--- src/rtl/sercfg_pkg.sv ---
// Package: shared widths, bit positions of the control word, clock pin roles.
// Assumes an eight-bit control word whose layout software relies on.
package sercfg_pkg;
    localparam int CTL_W   = 8;
    localparam int CLKC_W  = 2;
    localparam int B_TXEIE = 7;
    localparam int B_RXIE  = 6;
    localparam int B_TXEN  = 5;
    localparam int B_RXEN  = 4;
    localparam int B_WAIT  = 3;
    localparam int B_TDIE  = 2;

    typedef enum logic [1:0] {
        PIN_PORT    = 2'd0,
        PIN_CLK_OUT = 2'd1,
        PIN_CLK_IN  = 2'd2
    } pin_role_e;
endpackage

--- src/rtl/sercfg_store.sv ---
// Control word storage. CPU writes load the word. An address frame clears the
// wait bit, and that clear takes priority over a write to the same bit.
// Assumes rx_frame_done is a one-cycle pulse.
module sercfg_store
    import sercfg_pkg::*;
(
    input  logic             clk,
    input  logic             rst_n,
    input  logic             wr_en,
    input  logic [CTL_W-1:0] wr_data,
    input  logic             rx_frame_done,
    input  logic             rx_addr_bit,
    output logic [CTL_W-1:0] ctl_q,
    output logic             wait_clr
);
    // Purpose: detect the hardware clear event.
    always_comb wait_clr = rx_frame_done & rx_addr_bit;

    // Purpose: hold the control word; a hardware clear overrides bit B_WAIT only.
    always_ff @(posedge clk) begin
        if (!rst_n) begin
            ctl_q <= '0;
        end else begin
            if (wr_en)
                ctl_q <= wr_data;
            if (wait_clr)
                ctl_q[B_WAIT] <= 1'b0;
        end
    end

    assert_write_R2: assert property (@(posedge clk) disable iff (!rst_n)
        (wr_en && !wait_clr) |=> ctl_q == $past(wr_data));
    assert_wait_clear_R6: assert property (@(posedge clk) disable iff (!rst_n)
        wait_clr |=> !ctl_q[B_WAIT]);
    assert_collision_R7: assert property (@(posedge clk) disable iff (!rst_n)
        (wr_en && wait_clr) |=> ctl_q[CTL_W-1:B_WAIT+1] == $past(wr_data[CTL_W-1:B_WAIT+1]));
    assert_data_frame_keeps_R6: assert property (@(posedge clk) disable iff (!rst_n)
        (rx_frame_done && !rx_addr_bit && !wr_en) |=> $stable(ctl_q));
endmodule

--- src/rtl/sercfg_clksel.sv ---
// Clock code decode. Maps the two clock bits and the mode input to a clock
// source and a pin role. Flags reserved codes on write with a sticky bit.
// Assumes a reserved code must act as internal clock, pin as port.
module sercfg_clksel
    import sercfg_pkg::*;
(
    input  logic              clk,
    input  logic              rst_n,
    input  logic              sync_mode,
    input  logic [CLKC_W-1:0] code_q,
    input  logic              wr_en,
    input  logic [CLKC_W-1:0] wr_code,
    output pin_role_e         pin_role,
    output logic              src_ext,
    output logic              illegal_q
);
    // Reserved in both modes: 11; reserved in synchronous mode only: 01.
    function automatic logic is_reserved(input logic [CLKC_W-1:0] c, input logic sm);
        return (c == 2'b11) || (sm && c == 2'b01);
    endfunction

    // Purpose: decode the stored code in the current mode.
    always_comb begin
        pin_role = PIN_PORT;
        src_ext  = 1'b0;
        if (!is_reserved(code_q, sync_mode)) begin
            case (code_q)
                2'b00:   pin_role = sync_mode ? PIN_CLK_OUT : PIN_PORT;
                2'b01:   pin_role = PIN_CLK_OUT;
                2'b10: begin
                    pin_role = PIN_CLK_IN;
                    src_ext  = 1'b1;
                end
                default: pin_role = PIN_PORT;
            endcase
        end
    end

    // Purpose: sticky record of a reserved code written by the CPU.
    always_ff @(posedge clk) begin
        if (!rst_n)
            illegal_q <= 1'b0;
        else if (wr_en && is_reserved(wr_code, sync_mode))
            illegal_q <= 1'b1;
    end

    assert_illegal_sticky_R11: assert property (@(posedge clk) disable iff (!rst_n)
        illegal_q |=> illegal_q);
    assert_pin_role_valid_R9: assert property (@(posedge clk) disable iff (!rst_n)
        pin_role != 2'd3);
    assert_ext_is_input_R10: assert property (@(posedge clk) disable iff (!rst_n)
        src_ext |-> pin_role == PIN_CLK_IN);
endmodule

--- src/rtl/sercfg_irq.sv ---
// Interrupt gating. Each request is its enable bit ANDed with a status level.
// Receive requests are also held off while the address-wait bit is set.
// Assumes status inputs are levels kept by the external status register.
module sercfg_irq (
    input  logic clk,
    input  logic rst_n,
    input  logic txe_ie,
    input  logic rx_ie,
    input  logic td_ie,
    input  logic wait_q,
    input  logic st_rx_full,
    input  logic st_frame_err,
    input  logic st_overrun,
    input  logic st_tx_empty,
    input  logic st_tx_end,
    output logic irq_tx_empty,
    output logic irq_rx_full,
    output logic irq_rx_err,
    output logic irq_tx_done
);
    logic rx_open;

    // Purpose: combine the enables with the status levels.
    always_comb begin
        rx_open      = rx_ie & ~wait_q;
        irq_tx_empty = txe_ie & st_tx_empty;
        irq_tx_done  = td_ie & st_tx_end;
        irq_rx_full  = rx_open & st_rx_full;
        irq_rx_err   = rx_open & (st_frame_err | st_overrun);
    end

    assert_rx_blocked_R4: assert property (@(posedge clk) disable iff (!rst_n)
        wait_q |-> !(irq_rx_full || irq_rx_err));
    assert_tx_gate_R3: assert property (@(posedge clk) disable iff (!rst_n)
        irq_tx_empty |-> st_tx_empty);
    assert_drop_R12: assert property (@(posedge clk) disable iff (!rst_n)
        $fell(rx_ie) |-> !irq_rx_full && !irq_rx_err);
endmodule

--- src/rtl/sercfg_ctl.sv ---
// Top: serial port control register with address-wait filter. Connects the
// word storage, the clock decode and the interrupt gating, and exports the
// enables and the receive flag permit.
// Assumes synchronous active-low reset and one clock domain.
module sercfg_ctl
    import sercfg_pkg::*;
(
    input  logic             clk,
    input  logic             rst_n,
    input  logic             sync_mode,
    input  logic             wr_en,
    input  logic [CTL_W-1:0] wr_data,
    output logic [CTL_W-1:0] rd_data,
    input  logic             rx_frame_done,
    input  logic             rx_addr_bit,
    input  logic             st_rx_full,
    input  logic             st_frame_err,
    input  logic             st_overrun,
    input  logic             st_tx_empty,
    input  logic             st_tx_end,
    output logic             irq_tx_empty,
    output logic             irq_rx_full,
    output logic             irq_rx_err,
    output logic             irq_tx_done,
    output logic             rx_flag_set_en,
    output logic             tx_enable,
    output logic             rx_pin_serial,
    output logic [1:0]       clk_pin_mode,
    output logic             clk_src_ext,
    output logic             cfg_illegal
);
    logic [CTL_W-1:0] ctl_q;
    logic             wait_clr;
    pin_role_e        pin_role;

    sercfg_store u_store (
        .clk           (clk),
        .rst_n         (rst_n),
        .wr_en         (wr_en),
        .wr_data       (wr_data),
        .rx_frame_done (rx_frame_done),
        .rx_addr_bit   (rx_addr_bit),
        .ctl_q         (ctl_q),
        .wait_clr      (wait_clr)
    );

    sercfg_clksel u_clksel (
        .clk       (clk),
        .rst_n     (rst_n),
        .sync_mode (sync_mode),
        .code_q    (ctl_q[CLKC_W-1:0]),
        .wr_en     (wr_en),
        .wr_code   (wr_data[CLKC_W-1:0]),
        .pin_role  (pin_role),
        .src_ext   (clk_src_ext),
        .illegal_q (cfg_illegal)
    );

    sercfg_irq u_irq (
        .clk          (clk),
        .rst_n        (rst_n),
        .txe_ie       (ctl_q[B_TXEIE]),
        .rx_ie        (ctl_q[B_RXIE]),
        .td_ie        (ctl_q[B_TDIE]),
        .wait_q       (ctl_q[B_WAIT]),
        .st_rx_full   (st_rx_full),
        .st_frame_err (st_frame_err),
        .st_overrun   (st_overrun),
        .st_tx_empty  (st_tx_empty),
        .st_tx_end    (st_tx_end),
        .irq_tx_empty (irq_tx_empty),
        .irq_rx_full  (irq_rx_full),
        .irq_rx_err   (irq_rx_err),
        .irq_tx_done  (irq_tx_done)
    );

    // Purpose: export stored state and the receive flag permit.
    always_comb begin
        rd_data        = ctl_q;
        tx_enable      = ctl_q[B_TXEN];
        rx_pin_serial  = ctl_q[B_RXEN];
        clk_pin_mode   = pin_role;
        rx_flag_set_en = ~ctl_q[B_WAIT] | wait_clr;
    end

    assert_flag_hold_R5: assert property (@(posedge clk) disable iff (!rst_n)
        (ctl_q[B_WAIT] && !(rx_frame_done && rx_addr_bit)) |-> !rx_flag_set_en);
endmodule

--- config.mk ---
export PLATFORM = sky130hd
export DESIGN_NAME = sercfg_ctl
export DESIGN_NICKNAME = d
export VERILOG_FILES = /design/src/rtl/sercfg_pkg.sv /design/src/rtl/sercfg_store.sv /design/src/rtl/sercfg_clksel.sv /design/src/rtl/sercfg_irq.sv /design/src/rtl/sercfg_ctl.sv
export SDC_FILE = /design/constraint.sdc
export NUM_CORES = 1
export LEC_CHECK = 0
export BUFFER_PORTS_ARGS = -buffer_cell sky130_fd_sc_hd__buf_2
export CAP_MARGIN = 15
export CORE_MARGIN = 4
export CORE_UTILIZATION = 32
export CTS_CLUSTER_DIAMETER = 100
export DETAILED_ROUTE_END_ITERATION = 8
export PLACE_DENSITY = 0.72
export RECOVER_POWER = 50
export SLEW_MARGIN = 0
export SYNTH_ARGS = -nofsm -noshare
export SYNTH_HDL_FRONTEND = slang
export SYNTH_HIERARCHICAL = 1
export SYNTH_SLANG_ARGS = --single-unit
--- constraint.sdc ---
create_clock -name clk -period 0.8 [get_ports clk]
set_input_delay 0.24 -clock clk [delete_from_list [all_inputs] [get_ports clk]]
set_output_delay 0.24 -clock clk [all_outputs]
set_load 0.02 [all_outputs]
---- Yosys cells after proc, flatten, opt, wreduce, memory -nomap -nowiden ----
Cells that the tools add are included.
word-level totals
  bits in registers ....................... 9
  output and inout port bits .............. 19
operators by class
  multiplexer cells ....................... 5
  bitwise logic cells ..................... 10
  equality and inequality tests ........... 5
  reductions and logical operators ........ 7
operators with widths
  operator                                                               count
  1-bit AND                                                              6
  2-bit equality test, second input constant                             3
  2-bit one-hot mux with 3 select lines                                  1
  2-bit by 1-bit equality test with 1-bit output, second input constant  2
  1-bit logical AND                                                      3
  1-bit 2-to-1 mux                                                       3
  2-bit logical NOT                                                      1
  1-bit logical OR                                                       2
  2-bit 2-to-1 mux                                                       1
  1-bit NOT                                                              2
  1-bit OR                                                               2
  2-bit OR reduction                                                     1

---- Logic depth before layout (Yosys ltp) ----
  depth after elaboration ................. 4
  depth in mapped cells ................... 3
  depth with buffers taken out ............ 2

---- Modules after synthesis ----
The synthesis kept the hierarchy.
modules (own cells, without submodules)
  module         cells each  times used  area each (sq um)
  sercfg_store   26          1           314.1
  sercfg_clksel  7           1           63.8
  sercfg_irq     5           1           37.5
  sercfg_ctl     3           1           21.3

---- Worst setup path before layout ----
Ideal clock, no wire load.
  path type ............................... reg-to-output
  from .................................... register u_store.ctl_q[1]
  to ...................................... output clk_pin_mode[1]
  buffers on the path ..................... 1
  data required time ...................... 560 ps
  stages on the path, launching flop included .. 3
  data arrival time ....................... 1080 ps
  setup slack ............................. -520 ps
  path through ............................ dfxtp_1 nor2b_1 buf_4
between the ends
  word-level cells in the longest chain between the ends .. 4
  elaborated cells between the ends (all ways) .. 8
  classes of those cells .................. 3 x eq/ne; 2 x mux; 3 x reduce/logical
ends and longest elaborated chain
  what                                                                           RTL line             source
  start, declared                                                                sercfg_store.sv:13   output logic [CTL_W-1:0] ctl_q,
  start signal, assigned                                                         sercfg_store.sv:25   ctl_q <= wr_data;
  branches (longest 3 deep; another with 2-bit one-hot mux with 3 select lines)  -
  2-bit 2-to-1 mux (*)                                                           sercfg_clksel.sv:26  if (!is_reserved(code_q, sync_mode)) begin
  end, declared                                                                  sercfg_ctl.sv:28     output logic [1:0] clk_pin_mode,
Every way passes the cells marked *.

---- Final worst setup path ----
  from .................................... register u_store.ctl_q[0]
  to ...................................... output clk_pin_mode[0]
The elaborated chain is that of the path after synthesis.

==> impl_metrics.toml <==
[route]
routed_wirelength_um = 1243
drt_pass1_iterations = 1
wl_per_cell_um = 12.81
avgViaCountPerCell = 4.464
drt-initial-drc-count = 0
antenna_left = 0
drc = 0
num_vias = 433

[timing]
fin_crit_ps = 1204
tightestPinTransition_ps = 301.8
setup_slack_ps = -404.3
finalCritPeriodShare = 1.505
timing.final.hold_violations = 0
report.final.slew_viol_count = 0
setup-violations-final = 20
fmax_mhz = 830.3
fin_skew_ps = 0
relSlewSlack = 0.7988
rsz0062_at_grt = "true"

[clock_network]
insertion_delay_ps = 250
clockBufferDepth = 2
clock-sinks = 9
cts_hold_buf = 0
cts_tree = "built"
clk_pin_slew_worst_paths_ps = 60
htreeDepth = 1
cts-buffers-inserted = 3
clock-root-buffer = "clkbuf_4"

[final_layout]
area_delta_synth_final_pct = 95.99
drive_above_1_share = 0.7683
fin_util = 0.6577
diodes = 0
final_net_count = 102
fin_area_um2 = 855.8

[synth]
synth_fp_nets = 60
yosysWarnings = 6
synth-seq-cells = 9
synth_edf_count = 0
syn_area_um2 = 436.7
synth_area_leaders = "dfxtp_1, mux2i_1, nor2b_1"
synth_top_flop_cell = "dfxtp_1"
synth_commonest_cells = "dfxtp_1, mux2i_1, nor2b_1"
async_reset_ff_frac = 0
synth_top_area_cell = "dfxtp_1"
syn_area_per_cell_um2 = 10.65
yosysSeqAreaShare = 0.4126
syn_inst = 41
synth_most_common_cell = "dfxtp_1"
synth.distinct_cells = 13
synth_top_area_share = 0.4126

[floorplanning]
floorplan.rows = 13
start_util = 0.3356
die_y_um = 44.94
core_area_mm2 = 0.001301
dieArea_mm2 = 0.002020
num_io_pins = 38
die-width_um = 44.94

[worst_setup_path]
cp_max_fo = 4
critPathKind = "reg2out"
cp.required_ps = 560
crit_family = "flip-flops"
cp_cell_sequence = "xnor2_2 -> nor2_2 -> buf_4"
crit_path_top_delay_cell = "dfxtp_4"
cp-start-kind = "flop"
cp-end-kind = "primary output"
slowest_delay_ps = 370
worstPathArrival_ps = 960
path_buf_inv = 1

[outcome]
violations = "negative setup slack"
outcome = "finished, violations left"

[grt]
grtUsageTotal = 0.1351
antenna_found_initial = 0
grt_max_degree = 10
grt_pass1_wl_um = 1932
first_global_vias = 454
grt_overflow = 0

[placement]
placed_cell_area_um2 = 674.4
dp_hpwl_um = 898.9
port_buffers = 37
gp_congestion = 0.6296

[power]
power_density_mw_per_mm2 = 1401
peakVddDrop_v = 0.0007047
power_leakage_nw = 0.4185
power.total_w = 0.001199

[run]
cap_violations = 0

[hold_path]
min_path_type = "in2reg"
through the flow:
stage               hold slack [ps]  setup TNS, ps  instances  setup WS, ps
floorplan                     357.5         -583.0         41        -183.2
global placement              455.2          -1733         91        -198.1
detailed placement            464.2          -1901         91        -210.0
CTS                           245.7          -5050         95        -409.2
global route                  258.1          -5666         97        -431.7
finish                        253.7          -4966         97        -404.3
kinds of logic after synthesis:
group                  count (synthesis)  synth area share
AO/OA/AOI/OAI                          2           0.04012
XOR/XNOR                               1           0.02006
buffers and inverters                  4           0.07736
AND/OR/NAND/NOR                       17            0.2665
flip-flops                             9            0.4126
multiplexers                           8            0.1834
cell usage in the layout, fill, tap and decap left out:
cell,synthesis,routed
clkbuf_4,0,3
nor2b_1,8,7
mux2i_2,0,1
nor3b_2,2,1
and2_4,0,2
dfxtp_2,0,2
clkbuf_2,0,1
buf_6,1,20
clkbuf_1,0,1
and3b_2,0,1
mux2i_1,8,7
nor3b_4,0,1
buf_2,0,17
buf_4,3,3
o21a_1,1,1
o211a_1,1,1
nor2_1,2,1
nor2_2,0,1
and2_1,3,1
xnor2_2,0,1
dfxtp_4,0,7
nand2b_4,0,1
nor2b_4,0,1
state kept, by name, summed over array words and instances (netlist names):
| signal | flops |
|---|---|
| u_clksel/illegal_q | 1 |
| u_store/ctl_q | 8 |
final timing paths:
path,end,slack [ps],start,cells past startpoint
worst max-delay path,clk_pin_mode[0],-400,u_store/ctl_q[0]$_SDFFE_PN0P_,3
worst min-delay path,u_store/ctl_q[5]$_SDFFE_PN0P_,250,wr_data[5],3
worst max register to register,u_store/ctl_q[3]$_SDFFE_PP0P_,-30,u_store/ctl_q[3]$_SDFFE_PP0P_,3
worst min register to register,u_clksel/illegal_q$_SDFFE_PN0P_,480,u_clksel/illegal_q$_SDFFE_PN0P_,1
timing repair:
item,CTS,global route
resized for setup,39,5
endpoints found under the setup margin,20,20
pin swaps,3,0
setup buffers,0,2
report_power, final:
group | total [W] | switching [W] | internal (W)
Clock | 0.000334 | 0.000143 | 0.000191
Combinational | 0.000366 | 0.000159 | 0.000207
Sequential | 0.000499 | 0.0000307 | 0.000468
Total | 0.00120 | 0.000332 | 0.000867
layout make-up:
| class | count | area [um^2] |
|---|---|---|
| Fill cell | 123 | 445.4 |
| Tap cell | 15 | 18.77 |
| Timing Repair Buffer | 41 | 337.8 |
| Clock buffer | 4 | 26.28 |
| Sequential cell | 9 | 209.0 |
| Multi-Input combinational cell | 28 | 264.0 |
worst min-delay path, stage by stage:
cell     delay [ps]
buf_2            70
mux2i_1          60
nor2b_1          90
per-layer routing:
layer / global-route usage / wire length, um / up-vias / share of wire
met1: 0.1390 / 430 / 190 / 0.35
met4: 0.07018 / 9 / 0 / 0.0072
li1: - / - / 215 / -
met5: 0 / 0 / - / 0
met3: 0.04781 / 130 / 2 / 0.10
met2: 0.2373 / 672 / 26 / 0.54
No activity file was read; power rests on OpenSTA's default activity.
